$ cat src/rtl/fpwm_pkg.sv
package fpwm_pkg;
  localparam int CTRL_W      = 32;
  localparam int EN_BIT      = 31;
  localparam int REQ_BIT     = 30;
  localparam int STEP_W_DEF  = 16;
  localparam int DUTY_W_DEF  = 8;
  localparam int RST_SYNC_W  = 2;
endpackage

$ cat src/rtl/fpwm_ctrl_regs.sv
module fpwm_ctrl_regs
  import fpwm_pkg::*;
#(
  parameter int STEP_W = STEP_W_DEF,
  parameter int DUTY_W = DUTY_W_DEF
) (
  input  logic              clk,
  input  logic              rst_n,
  input  logic              wr_en,
  input  logic [CTRL_W-1:0] wr_data,
  input  logic              load_ack,
  output logic              enable,
  output logic              req_pend,
  output logic [STEP_W-1:0] step_hold,
  output logic [DUTY_W-1:0] duty_hold,
  output logic [CTRL_W-1:0] rd_data
);
  localparam int STEP_LSB = DUTY_W;
  localparam int STEP_MSB = STEP_LSB + STEP_W - 1;
  localparam int GAP_W    = REQ_BIT - STEP_MSB - 1;

  logic              en_q, en_n;
  logic              req_q, req_n;
  logic [STEP_W-1:0] step_q, step_n;
  logic [DUTY_W-1:0] duty_q, duty_n;
  logic [GAP_W-1:0]  unused_gap;

  assign unused_gap = wr_data[REQ_BIT-1:STEP_MSB+1];

  always_comb begin
    en_n   = en_q;
    step_n = step_q;
    duty_n = duty_q;
    if (wr_en) begin
      en_n   = wr_data[EN_BIT];
      step_n = wr_data[STEP_MSB:STEP_LSB];
      duty_n = wr_data[DUTY_W-1:0];
    end
    req_n = (wr_en & wr_data[REQ_BIT]) | (req_q & ~load_ack);
  end

  always_ff @(posedge clk or negedge rst_n) begin
    if (!rst_n) begin
      en_q   <= 1'b0;
      req_q  <= 1'b0;
      step_q <= '0;
      duty_q <= '0;
    end else begin
      en_q  <= en_n;
      req_q <= req_n;
      if (wr_en) begin
        step_q <= step_n;
        duty_q <= duty_n;
      end
    end
  end

  always_comb begin
    rd_data                    = '0;
    rd_data[EN_BIT]            = en_q;
    rd_data[REQ_BIT]           = req_q;
    rd_data[STEP_MSB:STEP_LSB] = step_q;
    rd_data[DUTY_W-1:0]        = duty_q;
  end

  assign enable    = en_q;
  assign req_pend  = req_q;
  assign step_hold = step_q;
  assign duty_hold = duty_q;

  // a pending request survives every edge that does not acknowledge it
  assert_req_hold_R5: assert property (@(posedge clk) disable iff (!rst_n)
    (req_q && !load_ack) |=> req_q);
  // the request only rises through a write carrying bit 30
  assert_req_set_R5: assert property (@(posedge clk) disable iff (!rst_n)
    (!req_q && !(wr_en && wr_data[REQ_BIT])) |=> !req_q);
  // holding values move only on a write
  assert_hold_stable_R1: assert property (@(posedge clk) disable iff (!rst_n)
    !wr_en |=> ($stable(step_q) && $stable(duty_q)));
endmodule

$ cat src/rtl/fpwm_phase.sv
module fpwm_phase
  import fpwm_pkg::*;
#(
  parameter int STEP_W = STEP_W_DEF,
  parameter int DUTY_W = DUTY_W_DEF
) (
  input  logic              clk,
  input  logic              rst_n,
  input  logic              enable,
  input  logic              req_pend,
  input  logic [STEP_W-1:0] step_hold,
  input  logic [DUTY_W-1:0] duty_hold,
  output logic [DUTY_W-1:0] phase_hi,
  output logic [DUTY_W-1:0] duty_act,
  output logic              load_ack
);
  logic [STEP_W-1:0] acc_q, acc_n;
  logic [STEP_W-1:0] step_q, step_n;
  logic [DUTY_W-1:0] duty_q, duty_n;
  logic [STEP_W:0]   sum;
  logic              carry;
  logic              step_zero;
  logic              boundary;

  always_comb begin
    sum       = {1'b0, acc_q} + {1'b0, step_q};
    carry     = sum[STEP_W];
    step_zero = (step_q == '0);
    boundary  = enable & (carry | step_zero);
    load_ack  = boundary & req_pend;
    acc_n     = enable ? sum[STEP_W-1:0] : '0;
    step_n    = load_ack ? step_hold : step_q;
    duty_n    = load_ack ? duty_hold : duty_q;
  end

  always_ff @(posedge clk or negedge rst_n) begin
    if (!rst_n) begin
      acc_q  <= '0;
      step_q <= '0;
      duty_q <= '0;
    end else begin
      acc_q <= acc_n;
      if (load_ack) begin
        step_q <= step_n;
        duty_q <= duty_n;
      end
    end
  end

  assign phase_hi = acc_q[STEP_W-1 -: DUTY_W];
  assign duty_act = duty_q;

  // disabled generator parks at phase zero
  assert_park_zero_R6: assert property (@(posedge clk) disable iff (!rst_n)
    !enable |=> (acc_q == '0));
  // working settings change only on an acknowledged boundary
  assert_act_stable_R4: assert property (@(posedge clk) disable iff (!rst_n)
    !load_ack |=> ($stable(step_q) && $stable(duty_q)));
  // enabled accumulator moves by the working step
  assert_acc_step_R2: assert property (@(posedge clk) disable iff (!rst_n)
    enable |=> (acc_q == $past(acc_q) + $past(step_q)));
  // with a zero step a pending request is taken on the next enabled clock
  assert_zero_step_load_R7: assert property (@(posedge clk) disable iff (!rst_n)
    (enable && req_pend && step_zero) |-> load_ack);
endmodule

$ cat src/rtl/fpwm_duty.sv
module fpwm_duty
  import fpwm_pkg::*;
#(
  parameter int DUTY_W = DUTY_W_DEF
) (
  input  logic              clk,
  input  logic              rst_n,
  input  logic              enable,
  input  logic [DUTY_W-1:0] phase_hi,
  input  logic [DUTY_W-1:0] duty_act,
  output logic              pwm_out
);
  logic out_q, out_n;

  always_comb begin
    out_n = enable & (phase_hi < duty_act);
  end

  always_ff @(posedge clk or negedge rst_n) begin
    if (!rst_n) out_q <= 1'b0;
    else        out_q <= out_n;
  end

  assign pwm_out = out_q;

  // disabled means low output on the next sample
  assert_off_low_R6: assert property (@(posedge clk) disable iff (!rst_n)
    !enable |=> !out_q);
  // zero on-time never produces a high sample
  assert_zero_duty_low_R3: assert property (@(posedge clk) disable iff (!rst_n)
    (duty_act == '0) |=> !out_q);
endmodule

$ cat src/rtl/fpwm_top.sv
module fpwm_top
  import fpwm_pkg::*;
#(
  parameter int STEP_W = STEP_W_DEF,
  parameter int DUTY_W = DUTY_W_DEF
) (
  input  logic              clk,
  input  logic              rst_n,
  input  logic              wr_en,
  input  logic [CTRL_W-1:0] wr_data,
  output logic [CTRL_W-1:0] rd_data,
  output logic              pwm_out
);
  logic [RST_SYNC_W-1:0] rst_pipe_q;
  logic                  rst_int_n;
  logic                  enable;
  logic                  req_pend;
  logic                  load_ack;
  logic [STEP_W-1:0]     step_hold;
  logic [DUTY_W-1:0]     duty_hold;
  logic [DUTY_W-1:0]     phase_hi;
  logic [DUTY_W-1:0]     duty_act;

  always_ff @(posedge clk or negedge rst_n) begin
    if (!rst_n) rst_pipe_q <= '0;
    else        rst_pipe_q <= {rst_pipe_q[RST_SYNC_W-2:0], 1'b1};
  end
  assign rst_int_n = rst_pipe_q[RST_SYNC_W-1];

  fpwm_ctrl_regs #(.STEP_W(STEP_W), .DUTY_W(DUTY_W)) u_regs (
    .clk       (clk),
    .rst_n     (rst_int_n),
    .wr_en     (wr_en),
    .wr_data   (wr_data),
    .load_ack  (load_ack),
    .enable    (enable),
    .req_pend  (req_pend),
    .step_hold (step_hold),
    .duty_hold (duty_hold),
    .rd_data   (rd_data)
  );

  fpwm_phase #(.STEP_W(STEP_W), .DUTY_W(DUTY_W)) u_phase (
    .clk       (clk),
    .rst_n     (rst_int_n),
    .enable    (enable),
    .req_pend  (req_pend),
    .step_hold (step_hold),
    .duty_hold (duty_hold),
    .phase_hi  (phase_hi),
    .duty_act  (duty_act),
    .load_ack  (load_ack)
  );

  fpwm_duty #(.DUTY_W(DUTY_W)) u_duty (
    .clk      (clk),
    .rst_n    (rst_int_n),
    .enable   (enable),
    .phase_hi (phase_hi),
    .duty_act (duty_act),
    .pwm_out  (pwm_out)
  );

  // held in reset the block reads zero and drives low
  assert_reset_state_R9: assert property (@(posedge clk)
    !rst_int_n |=> (rd_data == '0 && !pwm_out));
endmodule

$ cat config.mk
export PLATFORM = sky130hd
export DESIGN_NAME = fpwm_top
export DESIGN_NICKNAME = d
export VERILOG_FILES = /design/src/rtl/fpwm_pkg.sv /design/src/rtl/fpwm_ctrl_regs.sv /design/src/rtl/fpwm_phase.sv /design/src/rtl/fpwm_duty.sv /design/src/rtl/fpwm_top.sv
export SDC_FILE = /design/constraint.sdc
export NUM_CORES = 1
export LEC_CHECK = 0
export BUFFER_PORTS_ARGS = -buffer_cell sky130_fd_sc_hd__buf_2
export CAP_MARGIN = 20
export CORE_ASPECT_RATIO = 0.8
export CORE_UTILIZATION = 50
export DETAILED_ROUTE_END_ITERATION = 6
export GPL_TIMING_DRIVEN = 0
export PLACE_DENSITY = 0.76
export SLEW_MARGIN = 20
export SYNTH_ARGS = -nofsm -noshare
export SYNTH_HDL_FRONTEND = slang
export SYNTH_SLANG_ARGS = --single-unit
$ cat constraint.sdc
create_clock -name clk -period 2.18 [get_ports clk]
set_input_delay 0.109 -clock clk [delete_from_list [all_inputs] [get_ports clk]]
set_output_delay 0.109 -clock clk [all_outputs]
set_load 0.05 [all_outputs]
==> results of run 1 <==
## report_power, final
group          switching [W]  leakage (nW)  internal [W]
registers           0.000419         0.834       0.00169
clock network       0.000513        0.0988      0.000540
logic                0.00165          1.36       0.00170
total                0.00259          2.29       0.00393
## per-stage QoR
| step | setup TNS (ns) | std cells | utilization (%) | setup WS, ns |
|---|---|---|---|---|
| 6_report | -12.64 | 488 | 69.2 | -0.510 |
| 5_1_grt | -14.72 | 488 | 69.2 | -0.581 |
| 3_3_place_gp | -51.94 | 433 | 57.7 | -0.585 |
| 4_1_cts | -11.88 | 485 | 67.5 | -0.500 |
| 2_1_floorplan | -7.21 | 292 | - | -0.328 |
| 3_5_place_dp | -14.54 | 434 | 58.2 | -0.610 |
## cells in the final DEF, fill, tap and decap left out, types with 9 or more instances in the layout
cell type      Yosys  routed
a21oi_1           10       9
mux2_2            25      25
mux2_4            20      20
dfrtp_1           69      67
nand2_1           12      12
buf_4              8      18
dlygate4sd3_1      0      23
ha_1              23      15
buf_2              1      54
inv_1              9       9
clkbuf_8           0       9
and2_1            12      12
## logic make-up (layout without fill, tap and decap cells)
| family | Yosys count | in the layout |
|---|---|---|
| flip-flops | 69 | 69 |
| buffers and inverters | 28 | 137 |
| AND/OR/NAND/NOR | 59 | 59 |
| AO/OA/AOI/OAI | 46 | 46 |
| XOR/XNOR | 8 | 8 |
| other | 2 | 7 |
| adder cells (fa/ha/maj) | 24 | 24 |
| multiplexers | 51 | 51 |
## layer usage
| layer | GRT usage, % | routed length (um) |
|---|---|---|
| met1 | 30.9 | 3540 |
| met2 | 39.3 | 4090 |
| met3 | 5.00 | 358 |
| met4 | 7.50 | 151 |
| met5 | 0 | 0 |
## cell type report
class,count,area share (%)
Buffer,18,2.70
Inverter,9,0.709
Tap cell,87,2.28
Sequential cell,69,36.3
Clock buffer,10,2.68
Clock inverter,6,1.50
Timing Repair Buffer,94,14.8
Multi-Input combinational cell,195,39.1
## critical path: stages (launching register included)
cell,delay (ns)
dfrtp_1,0.43
ha_4,0.18
fa_2,0.35
a211o_1,0.34
a21oi_2,0.19
or4_4,0.15
a31oi_4,0.10
o211ai_4,0.24
buf_6,0.16
buf_12,0.13
mux2_4,0.30
## state kept, by name (all words and copies together) (netlist names)
register	flops
u_duty.pwm_out	1
u_regs.enable	1
u_regs.req_pend	1
u_regs.step_hold	16
u_phase.duty_act	8
u_phase.step_q	16
u_phase.acc_q	16
rst_pipe_q	2
u_regs.duty_hold	8
## path summary, 6_finish.rpt
| kind | start | to | slack, ns | depth (start not counted) |
|---|---|---|---|---|
| max | u_phase.step_q[0] | u_phase.duty_act[2] | -0.51 | 10 |
| min | wr_data[1] | u_regs.duty_hold[1] | 0.02 | 2 |
| max reg2reg | u_phase.step_q[0] | u_phase.duty_act[2] | -0.51 | 10 |
| min reg2reg | rst_pipe_q[1] | u_regs.step_hold[1] | 0.18 | 0 |
| max in group asynchronous | rst_pipe_q[1] | u_phase.step_q[1] | 1.48 | 1 |
| min in group asynchronous | rst_n | rst_pipe_q[1] | 0.07 | 2 |
## repair_timing
item                       4_1_cts  5_1_grt
pin swaps                        6       10
hold endpoints to repair        24        0
buffers inserted                10        5
resized for setup               17       17
setup endpoints to repair       30       32
hold buffers                    23        0
gates cloned                     2        0
==> flow_summary.yaml, run 1 <==
logic_synthesis:
  yosysTopAreaCell: "dfrtp_1"
  synth_edf_count: 0
  synthCells: 287
  ys_top_cells_by_count: "dfrtp_1, mux2_2, ha_1"
  synthArstFlopShare_pct: 100
  synthMuxAreaShare_pct: 18.1
  synthFlopType: "dfrtp_1"
  synth-compound-area-share_pct: 9.60
  avgSynthCellArea_um2: 12.4
  synth_top_family_by_area: "multiplexers"
  yosysSeqAreaShare_pct: 48.4
  ys.warnings.count: 0
  ys_seq_elements: 69
  netlist_area_um2: 3570
  yosysTopAreaCellShare_pct: 48.4
  synth_area_leaders: "dfrtp_1, mux2_4, ha_1"
  yosysMostFrequentCell: "dfrtp_1"
  synth_fa_ha_area_share_pct: 8.62
  yosys.area_share.simple_pct: 8.90
  ys_types: 50
  post_synth_xor_area_fraction_pct: 1.96
timing:
  max_slew_margin_pct: 62.6
  max_freq_mhz: 372
  maxSlewViolCount: 0
  finClkSkew_ns: 0.00890
  timing.final.hold_violations: 0
  worst_hold_slack_ns: 0.0175
  rsz0062_at_grt: "yes"
  layout_min_cycle_time_ns: 2.69
  tightest_slew_ns: 0.560
  fin_crit_sh_pct: 123
  fin_ws_ns: -0.510
  setup_viol: 29
grt:
  antenna_found_initial: 0
  track_usage_pct: 23.7
  grt_pass1_vias: 2709
  grt_max_degree: 56
  overflow: 0
  grt_pass1_wl_um: 13200
clock_network:
  worstSkewPairLatency_ns: 0.35
  cts_tree: "built"
  cts_made_buffers: 9
  cts_max_level: 3
  root_buffer: "clkbuf_8"
  clockBufferDepth: 2
  clock-sinks: 69
  cts.reportedPaths.clkPinSlew_ns: 0.08
layout:
  diodes: 0
  layout-drive-gt1-share_pct: 41.9
  nets: 455
  synthToLayoutAreaGrowth_pct: 33.5
  register_area_um2: 1730
  fin_area_um2: 4770
  nFillCells: 479
  multi_input_area_um2: 1860
die:
  fp.dieW_um: 96.5
  die_area_um2: 7490
  core_area_um2: 6890
  initial_utilization_pct: 51.8
  row_count: 27
  die_h_um: 77.6
  pin_count: 68
critical_path:
  crit_type: "flop to flop"
  critPathRequiredTime_ns: 2.41
  cp-end-kind: "flop"
  critPathMaxFanout: 5
  crit_arrival_ns: 2.92
  crit_path_start_kind: "flop"
run:
  maxCapViolations: 0
pwr:
  leakage_nw: 2.29
  totalPowerFinal_w: 0.00652
  vdd_drop_max_mv: 0.829
  power-per-cell-area_nw_per_um2: 1370
run_status:
  outcome: "finished, violations left"
  violations: "negative setup slack"
route:
  vias: 2632
  drc: 0
  drtPass1Iterations: 4
  wl_um: 8140
  drt_iter0_drc: 100
  route.detailed.wl_per_inst_um: 16.7
  ant_nets: 0
  vias_per_cell: 5.39
placement:
  port_buffers: 54
  gp_congestion: 0.827
  hpwl_um: 5250
  dpl_cell_area_um2: 4010
hold_path:
  hold_path.class: "input port to flop"
Note: power is estimated with default switching activity, not from simulation.
==> run 2, diff against run 1 <==
--- a/config.mk
+++ b/config.mk
@@ -16,3 +16,4 @@
 export SYNTH_ARGS = -nofsm -noshare
 export SYNTH_HDL_FRONTEND = slang
 export SYNTH_SLANG_ARGS = --single-unit
+export TNS_END_PERCENT = 50
==> run 2 against run 1 <==
Effect of this change:
- the run still ends with negative setup slack left
- critical endpoint is now u_phase.step_q[15]
- first-iteration DRC count grew 16%
- setup slack better by 0.033 ns
- sequential power hardly changed
==> flow_summary.yaml, run 2 (synthesis results as in run 1) <==
placement:
  hpwl_um: 5130
  port_buffers: 54
  dpl_cell_area_um2: 4010
  gp_congestion: 0.836
  pre_cts_slack_ns: -0.583
critical_path:
  critPathRequiredTime_ns: 2.41
  crit_type: "flop to flop"
  reg2reg_slack_ns: -0.48
  crit_family: "compound AO/OA/AOI/OAI gates"
  slowest_stage: "dfrtp_1"
  crit_path_start_kind: "flop"
  crit_buf_inv: 2
  crit_arrival_ns: 2.89
  cp-end-kind: "flop"
  critPathMaxFanout: 5
  path_cells: "ha_4 -> fa_2 -> a211o_1 -> a21oi_2 -> or4_4 -> a31oi_4 -> o211ai_4 -> buf_6 -> buf_12 -> mux2_4"
  slowest_delay_ns: 0.41
route:
  ant_nets: 0
  vias: 2591
  wl_um: 8230
  drtPass1Iterations: 4
  drt_iter0_drc: 116
  route.detailed.wl_per_inst_um: 16.9
  drc: 0
  vias_per_cell: 5.32
pwr:
  leakage_nw: 2.28
  totalPowerFinal_w: 0.00646
  vdd_drop_max_mv: 0.777
  power-per-cell-area_nw_per_um2: 1360
run_status:
  violations: "negative setup slack"
  outcome: "finished, violations left"
die:
  die_h_um: 77.6
  fp.dieW_um: 96.5
  pin_count: 68
  core_area_um2: 6890
  initial_utilization_pct: 51.8
  row_count: 27
  die_area_um2: 7490
grt:
  grt_max_degree: 57
  track_usage_pct: 23.9
  grt_pass1_vias: 2641
  busiest_layer: "met2"
  grt_pass1_wl_um: 13200
  met3_usage_pct: 6.76
  overflow: 0
  met2_usage_pct: 39.2
  use_met1_pct: 30.8
  antenna_found_initial: 0
layout:
  nFillCells: 473
  synthToLayoutAreaGrowth_pct: 32.6
  multi_input_area_um2: 1840
  final_common_cell: "dfrtp_1"
  final_cell_mix: "dfrtp_1, buf_2, dlygate4sd3_1"
  diodes: 0
  nets: 454
  fin_area_um2: 4740
  register_area_um2: 1730
  layout-drive-gt1-share_pct: 40.5
  final_util_pct: 68.7
clock_network:
  cts.reportedPaths.clkPinSlew_ns: 0.08
  cts_tree: "built"
  worstSkewPairLatency_ns: 0.35
  clock-sinks: 69
  cts_max_level: 3
  cts_made_buffers: 9
  root_buffer: "clkbuf_8"
  clockBufferDepth: 2
timing:
  maxSlewViolCount: 0
  tightest_slew_ns: 0.622
  rsz0062_at_grt: "yes"
  timing.final.hold_violations: 0
  fin_ws_ns: -0.477
  max_freq_mhz: 376
  finClkSkew_ns: 0.0156
  fin_crit_sh_pct: 122
  setup_viol: 28
  setup-tns-final_ns: -11.03
  layout_min_cycle_time_ns: 2.66
  max_slew_margin_pct: 58.6
hold_path:
  hold_path.class: "input port to async pin"
run:
  maxCapViolations: 0
run 2: changes by cell type in the layout (fill, tap and decap cells not counted), sizes merged:
cell,change
dlygate4sd3,+4
buf,-4
clkinv,-2
clkbuf,-1
inv,+2
run 2: cell type report:
cell class                      instances  share of cell area (%)
Multi-Input combinational cell        195                    38.9
Sequential cell                        69                    36.6
Timing Repair Buffer                   94                    14.6
Clock buffer                           10                    2.91
Buffer                                 17                    2.48
Tap cell                               87                    2.30
Clock inverter                          6                    1.59
Inverter                                9                   0.713
run 2: report_power, final:
group	switching (W)	total [W]	internal, W
logic	0.00161	0.00323	0.00162
clock network	0.000546	0.00113	0.000580
registers	0.000410	0.00210	0.00169
total	0.00256	0.00646	0.00389
run 2: worst register-to-register path: cells and delay by family, from the launching register on:
| kind | cells | cell delay, ns |
|---|---|---|
| mux | 1 | 0.30 |
| fa+ha+maj | 2 | 0.50 |
| compound gates | 4 | 0.88 |
| simple gates | 1 | 0.15 |
| flops | 1 | 0.41 |
| buf+inv | 2 | 0.30 |
run 2: routing by layer:
metal	vias to the layer above	share of wire, %
met5	-	0
met4	0	1.5
met3	13	3.7
met2	67	49
met1	1272	45
li1	1239	-
run 2: what timing repair did:
item | 4_1_cts | 5_1_grt
hold buffers | 26 | 1
endpoints found under the hold margin | 27 | 1
gates cloned | 1 | 0
setup endpoints to repair | 30 | 31
gates resized for setup | 16 | 14
pin swaps | 7 | 7
setup buffers | 8 | 3
run 2: metrics by stage:
| stage | hold slack (ns) | instances |
|---|---|---|
| after floorplan | -0.187 | 292 |
| after global placement | -0.106 | 433 |
| after detailed placement | -0.104 | 434 |
| after CTS | 0.00279 | 485 |
| after global routing | 0.0480 | 487 |
| final | 0.0636 | 487 |
run 2: path summary, 6_finish.rpt:
path                                        end  cells past startpoint         startpoint
setup / recovery             u_phase.step_q[15]                     10  u_phase.step_q[0]
hold / removal                    rst_pipe_q[1]                      2              rst_n
setup reg to reg             u_phase.step_q[15]                     10  u_phase.step_q[0]
hold reg to reg             u_regs.step_hold[1]                      0      rst_pipe_q[1]
max in group asynchronous     u_phase.acc_q[11]                      1      rst_pipe_q[1]
min in group clk           u_regs.step_hold[15]                      2              wr_en
==> run 3, diff against run 2 <==
--- a/config.mk
+++ b/config.mk
@@ -8,10 +8,13 @@
 export BUFFER_PORTS_ARGS = -buffer_cell sky130_fd_sc_hd__buf_2
 export CAP_MARGIN = 20
 export CORE_ASPECT_RATIO = 0.8
-export CORE_UTILIZATION = 50
+export CORE_UTILIZATION = 52
+export CTS_BUF_LIST = sky130_fd_sc_hd__clkbuf_2
+export CTS_CLUSTER_DIAMETER = 50
 export DETAILED_ROUTE_END_ITERATION = 6
 export GPL_TIMING_DRIVEN = 0
-export PLACE_DENSITY = 0.76
+export PLACE_DENSITY = 0.79
+export REMOVE_ABC_BUFFERS = 1
 export SLEW_MARGIN = 20
 export SYNTH_ARGS = -nofsm -noshare
 export SYNTH_HDL_FRONTEND = slang
==> run 3 against run 2 <==
Effect of this change:
- the run still ends with negative setup slack left
- via count fell by 1.9%
- clock-buffer cell count is 1 lower
- combinational power is 4% lower
- cell area decreased by 4.0%
- maximum frequency grew 1.9%
- flip-flop and latch count unchanged
- critical path type unchanged
- largest power group unchanged
==> flow_summary.yaml, run 3 (synthesis results as in run 1) <==
hold_path:
  hold_path.class: "input port to flop"
  hold_path_startpoint: "wr_en"
critical_path:
  crit_path_start_kind: "flop"
  path_cells: "ha_4 -> fa_2 -> a211o_1 -> a21oi_2 -> or4_4 -> a31oi_4 -> o211ai_4 -> buf_12 -> mux2_1"
  reg2reg_slack_ns: -0.43
  critPathLaunch: "u_phase.step_q[0]"
  critPathRequiredTime_ns: 2.60
  cp-end-kind: "flop"
  crit_type: "flop to flop"
  cp.depth: 9
  crit_buf_inv: 1
  critPathMaxFanout: 8
  slowest_delay_ns: 0.46
  r2r_start: "u_phase.step_q[0]"
  reg2reg_depth: 9
  crit_family: "compound AO/OA/AOI/OAI gates"
  endpoint: "u_phase.duty_act[0]"
  crit_arrival_ns: 3.03
  rr_endpoint: "u_phase.duty_act[0]"
  slowest_stage: "dfrtp_1"
run_status:
  violations: "negative setup slack"
  outcome: "finished, violations left"
grt:
  grt_pass1_vias: 2571
  track_usage_pct: 22.3
  antenna_found_initial: 0
  grt_pass1_wl_um: 12300
  grt_max_degree: 37
  overflow: 0
route:
  ant_nets: 0
  route.detailed.wl_per_inst_um: 16.0
  drtPass1Iterations: 4
  drc: 0
  vias: 2542
  drt_iter0_drc: 109
  vias_per_cell: 5.40
  wl_um: 7520
die:
  row_count: 26
  core_area_um2: 6510
  die_area_um2: 7200
  die_h_um: 76.1
  pin_count: 68
  initial_utilization_pct: 54.9
  fp.dieW_um: 94.7
timing:
  timing.final.hold_violations: 0
  max_freq_mhz: 384
  rsz0062_at_grt: "yes"
  fin_crit_sh_pct: 120
  fin_ws_ns: -0.427
  maxSlewViolCount: 0
  setup-tns-final_ns: -9.99
  worst_hold_slack_ns: 0.234
  max_slew_margin_pct: 39.1
  layout_min_cycle_time_ns: 2.61
  setup_viol: 28
  tightest_slew_ns: 0.913
  finClkSkew_ns: 0.0230
layout:
  register_area_um2: 1730
  final_common_cell: "dfrtp_1"
  synthToLayoutAreaGrowth_pct: 27.4
  diodes: 0
  nets: 441
  fin_cells: 471
  nFillCells: 481
  layout-drive-gt1-share_pct: 38.8
  multi_input_area_um2: 1840
  final_cell_mix: "dfrtp_1, buf_2, dlygate4sd3_1"
placement:
  port_buffers: 55
  gp_congestion: 0.856
  hpwl_um: 4620
  place_inst: 413
  pre_cts_slack_ns: -1.17
pwr:
  power-per-cell-area_nw_per_um2: 1330
  p_seq_share_pct: 34.4
  power_frac_clock_pct: 14.3
  totalPowerFinal_w: 0.00603
  p_switching_w: 0.00241
  swShare_pct: 40.0
  comb_power_share_pct: 51.3
  internal_power_w: 0.00362
  vdd_drop_max_mv: 0.670
  leakage_nw: 2.19
clock_network:
  clock-sinks: 69
  cts_max_level: 3
  clockBufferDepth: 2
  cts_made_buffers: 9
  worstSkewPairLatency_ns: 0.51
  cts_tree: "built"
  root_buffer: "clkbuf_2"
  cts.reportedPaths.clkPinSlew_ns: 0.20
run:
  maxCapViolations: 0
-- run 3: cell types whose count changed in the layout (fill, tap and decap cells not counted), sizes merged, moves of 2 or more --
| cell | before | now |
|---|---|---|
| clkinv | 0 | 2 |
| buf | 79 | 69 |
| inv | 13 | 9 |
| clkbuf | 15 | 9 |
| clkinvlp | 1 | 3 |
-- run 3: what timing repair did --
action	in CTS	in global routing
pin swaps	9	10
resized for setup	17	5
hold buffers	28	0
hold endpoints to repair	28	0
cloned	1	0
setup endpoints to repair	33	33
setup buffers	10	3
-- run 3: how the worst min path moves through the flow --
stage | endpoint | slack, ns | cells past startpoint
2_1_floorplan | rst_pipe_q[0] | -0.19 | 0
3_3_place_gp | rst_pipe_q[0] | -0.11 | 1
3_5_place_dp | rst_pipe_q[0] | -0.10 | 1
4_1_cts | u_regs.step_hold[9] | 0.19 | 2
5_1_grt | u_regs.step_hold[1] | 0.21 | 2
6_report | u_regs.step_hold[7] | 0.23 | 2
-- run 3: metal layers --
layer / track usage [%] / routed length [um]
met1: 30.6 / 3540
met2: 34.9 / 3530
met3: 5.59 / 349
met4: 6.36 / 98
met5: 0 / 0
-- run 3: cell type report --
type,instances,area share (%)
Clock inverter,7,2.20
Inverter,9,0.743
Timing Repair Buffer,97,15.3
Tap cell,84,2.31
Clock buffer,9,0.990
Multi-Input combinational cell,196,40.4
Sequential cell,69,38.0
-- run 3: through the flow --
| step | cell area, um^2 | utilization, % |
|---|---|---|
| 2_1_floorplan | 3470 | - |
| 3_3_place_gp | 3850 | 59.2 |
| 3_5_place_dp | 3880 | 59.6 |
| 4_1_cts | 4490 | 69.1 |
| 5_1_grt | 4550 | 69.9 |
| 6_report | 4550 | 69.9 |
-- run 3: power by group through the flow --
stage               registers, W  logic (W)  clock network [W]
floorplan                0.00217    0.00191                  0
global placement         0.00204    0.00248                  0
CTS                      0.00206    0.00293           0.000893
finish                   0.00207    0.00309           0.000865
global route             0.00213    0.00337           0.000943
detailed placement       0.00204    0.00260                  0
